<file path="config.mk">
export PLATFORM = sky130hd
export DESIGN_NAME = bar_window_decoder
export DESIGN_NICKNAME = d
export VERILOG_FILES = /design/src/rtl/bar_dec_pkg.sv /design/src/rtl/bar_change_detect.sv /design/src/rtl/bar_region.sv /design/src/rtl/bar_window_hit.sv /design/src/rtl/bar_window_decoder.sv
export SDC_FILE = /design/constraint.sdc
export NUM_CORES = 2
export LEC_CHECK = 0
export BUFFER_PORTS_ARGS = -buffer_cell sky130_fd_sc_hd__buf_2
export CAP_MARGIN = 20
export CORE_UTILIZATION = 30
export DETAILED_ROUTE_END_ITERATION = 6
export SLEW_MARGIN = 15
export SYNTH_ARGS = -nofsm -noshare
export SYNTH_HDL_FRONTEND = slang
export SYNTH_SLANG_ARGS = --single-unit
</file>
<file path="constraint.sdc">
create_clock -name clk -period 12.15 [get_ports clk]
set_input_delay 1.8225 -clock clk [delete_from_list [all_inputs] [get_ports clk]]
set_output_delay 1.8225 -clock clk [all_outputs]
set_load 0.005 [all_outputs]
</file>
<file path="src/rtl/bar_dec_pkg.sv">
// Shared address type and decode constants for the BAR window decoder.
package bar_dec_pkg;
    localparam int ADDR_W = 32;
    typedef logic [ADDR_W-1:0] addr_t;
    localparam addr_t UNMAPPED      = '1;
    localparam addr_t IO_LIMIT_EXCL = addr_t'(32'h0001_0000);
endpackage

</file>
<file path="src/rtl/bar_change_detect.sv">
// Decides whether an evaluation request is effective.
// It remembers the ordinary BAR words and the two command enables as they were
// at the last request, and lets a request through only when one of them differs.
// Assumes: eval_req is a level sampled every cycle.
module bar_change_detect
    import bar_dec_pkg::*;
#(
    parameter int NBAR = 6,
    localparam int BW  = NBAR * ADDR_W
) (
    input  logic          clk,
    input  logic          rst_n,
    input  logic          eval_req,
    input  logic [BW-1:0] bar_word,
    input  logic          io_en,
    input  logic          mem_en,
    output logic          do_eval
);
    logic [BW-1:0] snap_bar;
    logic          snap_io;
    logic          snap_mem;
    logic          differs;

    // Compare the live inputs with the snapshot.
    always_comb begin
        differs = (bar_word != snap_bar) || (io_en != snap_io) || (mem_en != snap_mem);
        do_eval = eval_req && differs;
    end

    // Capture the inputs at every request.
    always_ff @(posedge clk) begin
        if (!rst_n) begin
            snap_bar <= '0;
            snap_io  <= 1'b0;
            snap_mem <= 1'b0;
        end else if (eval_req) begin
            snap_bar <= bar_word;
            snap_io  <= io_en;
            snap_mem <= mem_en;
        end
    end

    // A repeated request on unchanged inputs must not re-evaluate.
    p_repeat_is_quiet_r7: assert property (@(posedge clk) disable iff (!rst_n)
        (eval_req && $past(eval_req) && $past(rst_n) && $stable(bar_word)
         && $stable(io_en) && $stable(mem_en)) |-> !do_eval);
endmodule

</file>
<file path="src/rtl/bar_region.sv">
// Evaluates and holds one decoded window.
// On do_eval it applies the enable, ROM-bit, zero-base, wrap and ceiling rules
// to the masked register word, then stores base, limit, valid and space.
// Assumes: size is zero or a power of two.
module bar_region
    import bar_dec_pkg::*;
#(
    parameter bit IS_ROM = 1'b0
) (
    input  logic  clk,
    input  logic  rst_n,
    input  logic  do_eval,
    input  addr_t word,
    input  addr_t size,
    input  logic  is_io,
    input  logic  io_en,
    input  logic  mem_en,
    output addr_t base_q,
    output addr_t limit_q,
    output logic  valid_q,
    output logic  space_io_q,
    output logic  remap_q
);
    addr_t mask;
    addr_t cand;
    addr_t last;
    logic  space_io;
    logic  enabled;
    logic  range_ok;
    logic  new_valid;
    addr_t new_base;
    addr_t new_limit;

    // Compute the candidate window and its validity.
    always_comb begin
        mask      = size - addr_t'(1);
        cand      = word & ~mask;
        last      = cand + mask;
        space_io  = IS_ROM ? 1'b0 : is_io;
        enabled   = space_io ? io_en : (mem_en && (!IS_ROM || word[0]));
        range_ok  = (cand != '0) && (last > cand)
                    && (space_io ? (last < IO_LIMIT_EXCL) : (last != UNMAPPED));
        new_valid = (size != '0) && enabled && range_ok;
        new_base  = new_valid ? cand : UNMAPPED;
        new_limit = new_valid ? last : UNMAPPED;
    end

    // Hold the window and flag a change of base.
    always_ff @(posedge clk) begin
        if (!rst_n) begin
            base_q     <= UNMAPPED;
            limit_q    <= UNMAPPED;
            valid_q    <= 1'b0;
            space_io_q <= 1'b0;
            remap_q    <= 1'b0;
        end else begin
            remap_q <= 1'b0;
            if (do_eval) begin
                base_q     <= new_base;
                limit_q    <= new_limit;
                valid_q    <= new_valid;
                space_io_q <= space_io;
                remap_q    <= (new_base != base_q);
            end
        end
    end

    p_remap_means_move_r8: assert property (@(posedge clk) disable iff (!rst_n)
        remap_q |-> (base_q != $past(base_q)));
    p_still_base_quiet_r8: assert property (@(posedge clk) disable iff (!rst_n)
        (!remap_q && $past(rst_n)) |-> $stable(base_q));
    p_window_sane_r5: assert property (@(posedge clk) disable iff (!rst_n)
        valid_q |-> (base_q != '0 && limit_q > base_q));
    p_io_below_ceiling_r6: assert property (@(posedge clk) disable iff (!rst_n)
        (valid_q && space_io_q) |-> (limit_q < IO_LIMIT_EXCL));
    p_mem_not_top_r6: assert property (@(posedge clk) disable iff (!rst_n)
        (valid_q && !space_io_q) |-> (limit_q != UNMAPPED));
endmodule

</file>
<file path="src/rtl/bar_window_hit.sv">
// Combinational address match against every held window.
// Assumes: base and limit are meaningful only while valid is set.
module bar_window_hit
    import bar_dec_pkg::*;
#(
    parameter int NREG = 7,
    localparam int WW  = NREG * ADDR_W
) (
    input  addr_t           probe_addr,
    input  logic            probe_io,
    input  logic [WW-1:0]   base,
    input  logic [WW-1:0]   limit,
    input  logic [NREG-1:0] valid,
    input  logic [NREG-1:0] space_io,
    output logic [NREG-1:0] hit
);
    for (genvar r = 0; r < NREG; r++) begin : g_cmp
        addr_t lo;
        addr_t hi;
        // Range and space test for one region.
        always_comb begin
            lo     = base[r*ADDR_W +: ADDR_W];
            hi     = limit[r*ADDR_W +: ADDR_W];
            hit[r] = valid[r] && (space_io[r] == probe_io)
                     && (probe_addr >= lo) && (probe_addr <= hi);
        end
    end
endmodule

</file>
<file path="src/rtl/bar_window_decoder.sv">
// Top level: six ordinary regions plus the expansion ROM (last index).
// Shares one change detector across all regions, instantiates one evaluator
// per region, and exposes a combinational hit check on the held windows.
// Assumes: sizes are zero or powers of two; the ROM always decodes memory.
module bar_window_decoder
    import bar_dec_pkg::*;
#(
    parameter int NBAR  = 6,
    localparam int NREG = NBAR + 1,
    localparam int BW   = NBAR * ADDR_W,
    localparam int WW   = NREG * ADDR_W
) (
    input  logic            clk,
    input  logic            rst_n,
    input  logic            cmd_io_en,
    input  logic            cmd_mem_en,
    input  logic            eval_req,
    input  logic [BW-1:0]   bar_word,
    input  logic [31:0]     rom_word,
    input  logic [WW-1:0]   rgn_size,
    input  logic [NBAR-1:0] rgn_is_io,
    input  logic [31:0]     probe_addr,
    input  logic            probe_io,
    output logic [WW-1:0]   win_base,
    output logic [WW-1:0]   win_limit,
    output logic [NREG-1:0] win_valid,
    output logic [NREG-1:0] remap,
    output logic [NREG-1:0] hit
);
    logic            do_eval;
    logic [NREG-1:0] space_io;

    bar_change_detect #(.NBAR(NBAR)) u_detect (
        .clk      (clk),
        .rst_n    (rst_n),
        .eval_req (eval_req),
        .bar_word (bar_word),
        .io_en    (cmd_io_en),
        .mem_en   (cmd_mem_en),
        .do_eval  (do_eval)
    );

    for (genvar r = 0; r < NREG; r++) begin : g_rgn
        addr_t word;
        logic  type_io;
        if (r < NBAR) begin : g_plain
            assign word    = bar_word[r*ADDR_W +: ADDR_W];
            assign type_io = rgn_is_io[r];
        end else begin : g_rom
            assign word    = rom_word;
            assign type_io = 1'b0;
        end
        bar_region #(.IS_ROM(r == NBAR)) u_rgn (
            .clk        (clk),
            .rst_n      (rst_n),
            .do_eval    (do_eval),
            .word       (word),
            .size       (rgn_size[r*ADDR_W +: ADDR_W]),
            .is_io      (type_io),
            .io_en      (cmd_io_en),
            .mem_en     (cmd_mem_en),
            .base_q     (win_base[r*ADDR_W +: ADDR_W]),
            .limit_q    (win_limit[r*ADDR_W +: ADDR_W]),
            .valid_q    (win_valid[r]),
            .space_io_q (space_io[r]),
            .remap_q    (remap[r])
        );
    end

    bar_window_hit #(.NREG(NREG)) u_hit (
        .probe_addr (probe_addr),
        .probe_io   (probe_io),
        .base       (win_base),
        .limit      (win_limit),
        .valid      (win_valid),
        .space_io   (space_io),
        .hit        (hit)
    );

    // Without a request no region may report a remap.
    p_no_req_no_remap_r7: assert property (@(posedge clk) disable iff (!rst_n)
        !eval_req |=> (remap == '0));
endmodule

</file>
==> reports/qor.yml <==
sta:
  maxSlewHeadroom_pct: 24.87
  rsz0062_at_grt: "no"
  worstMarginPinSlew_ns: 1.112
  hold_viol: 0
  fin_setup_tns_ns: 0
  finalCriticalPeriod_ns: 8.205
  finalMaxSlewViolations: 0
  fin_crit_sh_pct: 67.53
  skew_ns: 0.02709
  setup_violations: 0
  fmax_mhz: 121.9
placed_design:
  io_buffers: 960
  dp_cells: 10810
  hpwl_mm: 265.5
  gp_congestion: 1.011
cells_and_area:
  stdcell_count: 11020
  area_delta_synth_final_pct: 18.29
  nets: 9556
  fillers: 20590
  drive_gt1_share_pct: 15.45
clock_tree:
  clk_pin_slew_ns: 0.07
  clockBufferDepth: 3
  clock-sinks: 662
  numCtsBuffers: 91
  insertion_delay_ns: 0.75
  cts_tree: "yes"
  cts-htree-levels: 3
  cts.hold.buffers_added: 0
  cts-resized-gates: 0
  post_cts_buffers: 0
  cts-root-buf: "clkbuf_16"
pwr:
  p_leak_uw: 0.03188
  power_density_nw_per_um2: 103.0
  ir_drop_v: 0.00009593
yosys:
  synthAdderAreaFrac_pct: 14.71
  synth-simple-area-share_pct: 28.17
  ys_ff_latch: 662
  synth-compound-area-share_pct: 16.15
  synth_edf_count: 0
  syn_area_sq_um: 58370
  synth_ff_type: "dfxtp_1"
  synthXorXnorAreaFrac_pct: 7.698
  async_reset_ff_share_pct: 0
  yosysWarnings: 0
  synthMuxAreaShare_pct: 4.568
  syn_inst: 7563
  synth_area_per_cell_sq_um: 7.717
  synth_cell_types: 89
  synth-seq-area-share_pct: 22.71
  synth_top_family_by_area: "simple AND/OR/NAND/NOR gates"
detailed_routing:
  drt_iter0_drc: 6880
  vias: 63680
  vias_per_cell: 5.777
  drc: 0
  antenna_left: 0
  wl_mm: 338.9
  wl_per_cell_um: 30.74
  first_pass_iters: 6
grt:
  antenna_found_initial: 74
  grt_pass1_wl_mm: 460.4
  track_usage_pct: 32.98
  grt_overflow: 0
  grt_pass1_vias: 58860
  grt_max_degree: 204
critical_path:
  worstPathRequired_ns: 12.76
  cp_max_fo: 38
  reg2regPathDepth: 13
  cp-end-kind: "flip-flop"
  arrival_ns: 8.82
  path_class: "primary input to flip-flop"
  crit_path_start_kind: "primary input"
die:
  dieArea_sq_um: 196300
  die_width_um: 443.1
  fp-row-count: 161
  die_height_um: 443.1
  io_pins: 961
  coreArea_sq_um: 193000
  start_util_pct: 30.24
hold_path:
  whs_path_depth: 1
  hold_path_class: "flip-flop to flip-flop"
run_status:
  outcome: "finished, final reports clean"
job:
  maxCapViolCount: 0
[power by group]
group	switching [uW]	leakage, uW	total [uW]	internal, uW
logic	1170	0.0249	1770	595
registers	96.6	0.00541	2350	2250
clock network	1220	0.00158	3000	1780
[placed cells by master (no fill, tap or decap), types with 182 or more instances in the layout]
cell / n
nand4_1: 255
dfxtp_1: 662
o21ai_0: 354
nand3_1: 182
inv_1: 590
ha_1: 686
nand2_1: 496
mux2i_1: 254
a21oi_1: 426
nor2b_1: 325
xnor2_1: 403
nor2_1: 696
buf_2: 959
[per-layer routing]
metal / share of wire (%) / GRT usage [%] / vias up
li1: - / - / 28820
met1: 40 / 39.88 / 30570
met3: 7.5 / 5.824 / 856
met4: 8.6 / 26.25 / 14
met5: 0.027 / 0 / -
met2: 44 / 51.47 / 3422
[cell families after synthesis]
kind of cell / after synthesis
AOI/OAI and AO/OA: 1502
adders and majority gates: 686
buffers and inverters: 903
other: 1
xor gates and xnor gates: 513
and+or+nand+nor: 3031
muxes: 265
DFF: 662
[stage by stage]
stage,setup slack (ns),total power (uW),instance area [sq um],hold WS (ns),utilization [%]
floorplan,4.750,3295,58390,0.4709,-
global placement,3.140,4095,65670,0.4675,34.03
detailed placement,3.302,4112,65680,0.4750,34.04
CTS,4.120,7122,68930,0.4912,35.72
global route,3.742,7355,69010,0.5075,35.76
finish,3.945,7113,69040,0.4872,35.78
[synth_stat cells, drive strengths merged, types with 85 or more instances]
master / number / area, sq um
clkbuf: 258 / 968.4
nand2: 498 / 1869
a21oi: 428 / 2142
nor3b: 96 / 770.7
nand3: 182 / 910.9
o21ai: 375 / 1877
or4: 102 / 769.5
nor2b: 325 / 2033
mux2i: 254 / 2542
or3: 85 / 531.8
nor3: 150 / 750.7
nor2: 703 / 2646
nand2b: 129 / 807.0
xor2: 110 / 963.4
dfxtp: 662 / 13250
nor4: 146 / 913.4
nand4: 255 / 1595
inv: 591 / 2218
xnor2: 403 / 3530
ha: 686 / 8583
a21o: 175 / 1314
[critical path, cell delays in order]
cell,delay (ns)
buf_2,0.17
inv_1,0.15
ha_1,0.20
or3b_2,0.56
or4_1,0.82
o41a_1,0.47
nor3_1,0.64
xnor2_1,0.32
ha_1,0.38
nand4_1,0.10
nor2_1,0.19
nand2_1,0.09
nor3_1,0.30
o21ai_0,0.14
a21oi_1,0.16
o311ai_0,0.17
a31o_1,0.38
or2_1,0.37
buf_4,0.32
o21ai_0,0.33
o2111ai_1,0.22
nor3_1,0.33
a21oi_1,0.14
[state kept, by name, indices dropped and copies added, names as in the netlist]
register	count
g_rgn.u_rgn.remap_q	7
g_rgn.u_rgn.space_io_q	6
u_detect.snap_mem	1
u_detect.snap_bar	192
g_rgn.u_rgn.limit_q	224
g_rgn.u_rgn.base_q	224
u_detect.snap_io	1
g_rgn.u_rgn.valid_q	7
[final timing paths]
path	slack [ns]	endpoint	startpoint
worst max-delay path	3.95	g_rgn[1].u_rgn.remap_q	rgn_size[32]
worst min-delay path	0.49	g_rgn[6].u_rgn.limit_q[0]	g_rgn[6].u_rgn.limit_q[0]
worst max register to register	7.14	g_rgn[6].u_rgn.limit_q[3]	u_detect.snap_bar[72]
worst min register to register	0.49	g_rgn[6].u_rgn.limit_q[0]	g_rgn[6].u_rgn.limit_q[0]
[final cells by class]
| type | count | area (sq um) | share of cell area [%] |
|---|---|---|---|
| antenna | 44 | 110.1 | 0.1595 |
| clock buffer | 124 | 2592 | 3.755 |
| clock inverter | 44 | 655.6 | 0.9496 |
| inverter | 591 | 2218 | 3.213 |
| multi-input combinational | 6004 | 41690 | 60.38 |
| sequential | 662 | 13250 | 19.20 |
| tap | 2526 | 3161 | 4.578 |
| timing repair buffer | 1028 | 5361 | 7.765 |
No activity file was read; power rests on OpenSTA's default activity.
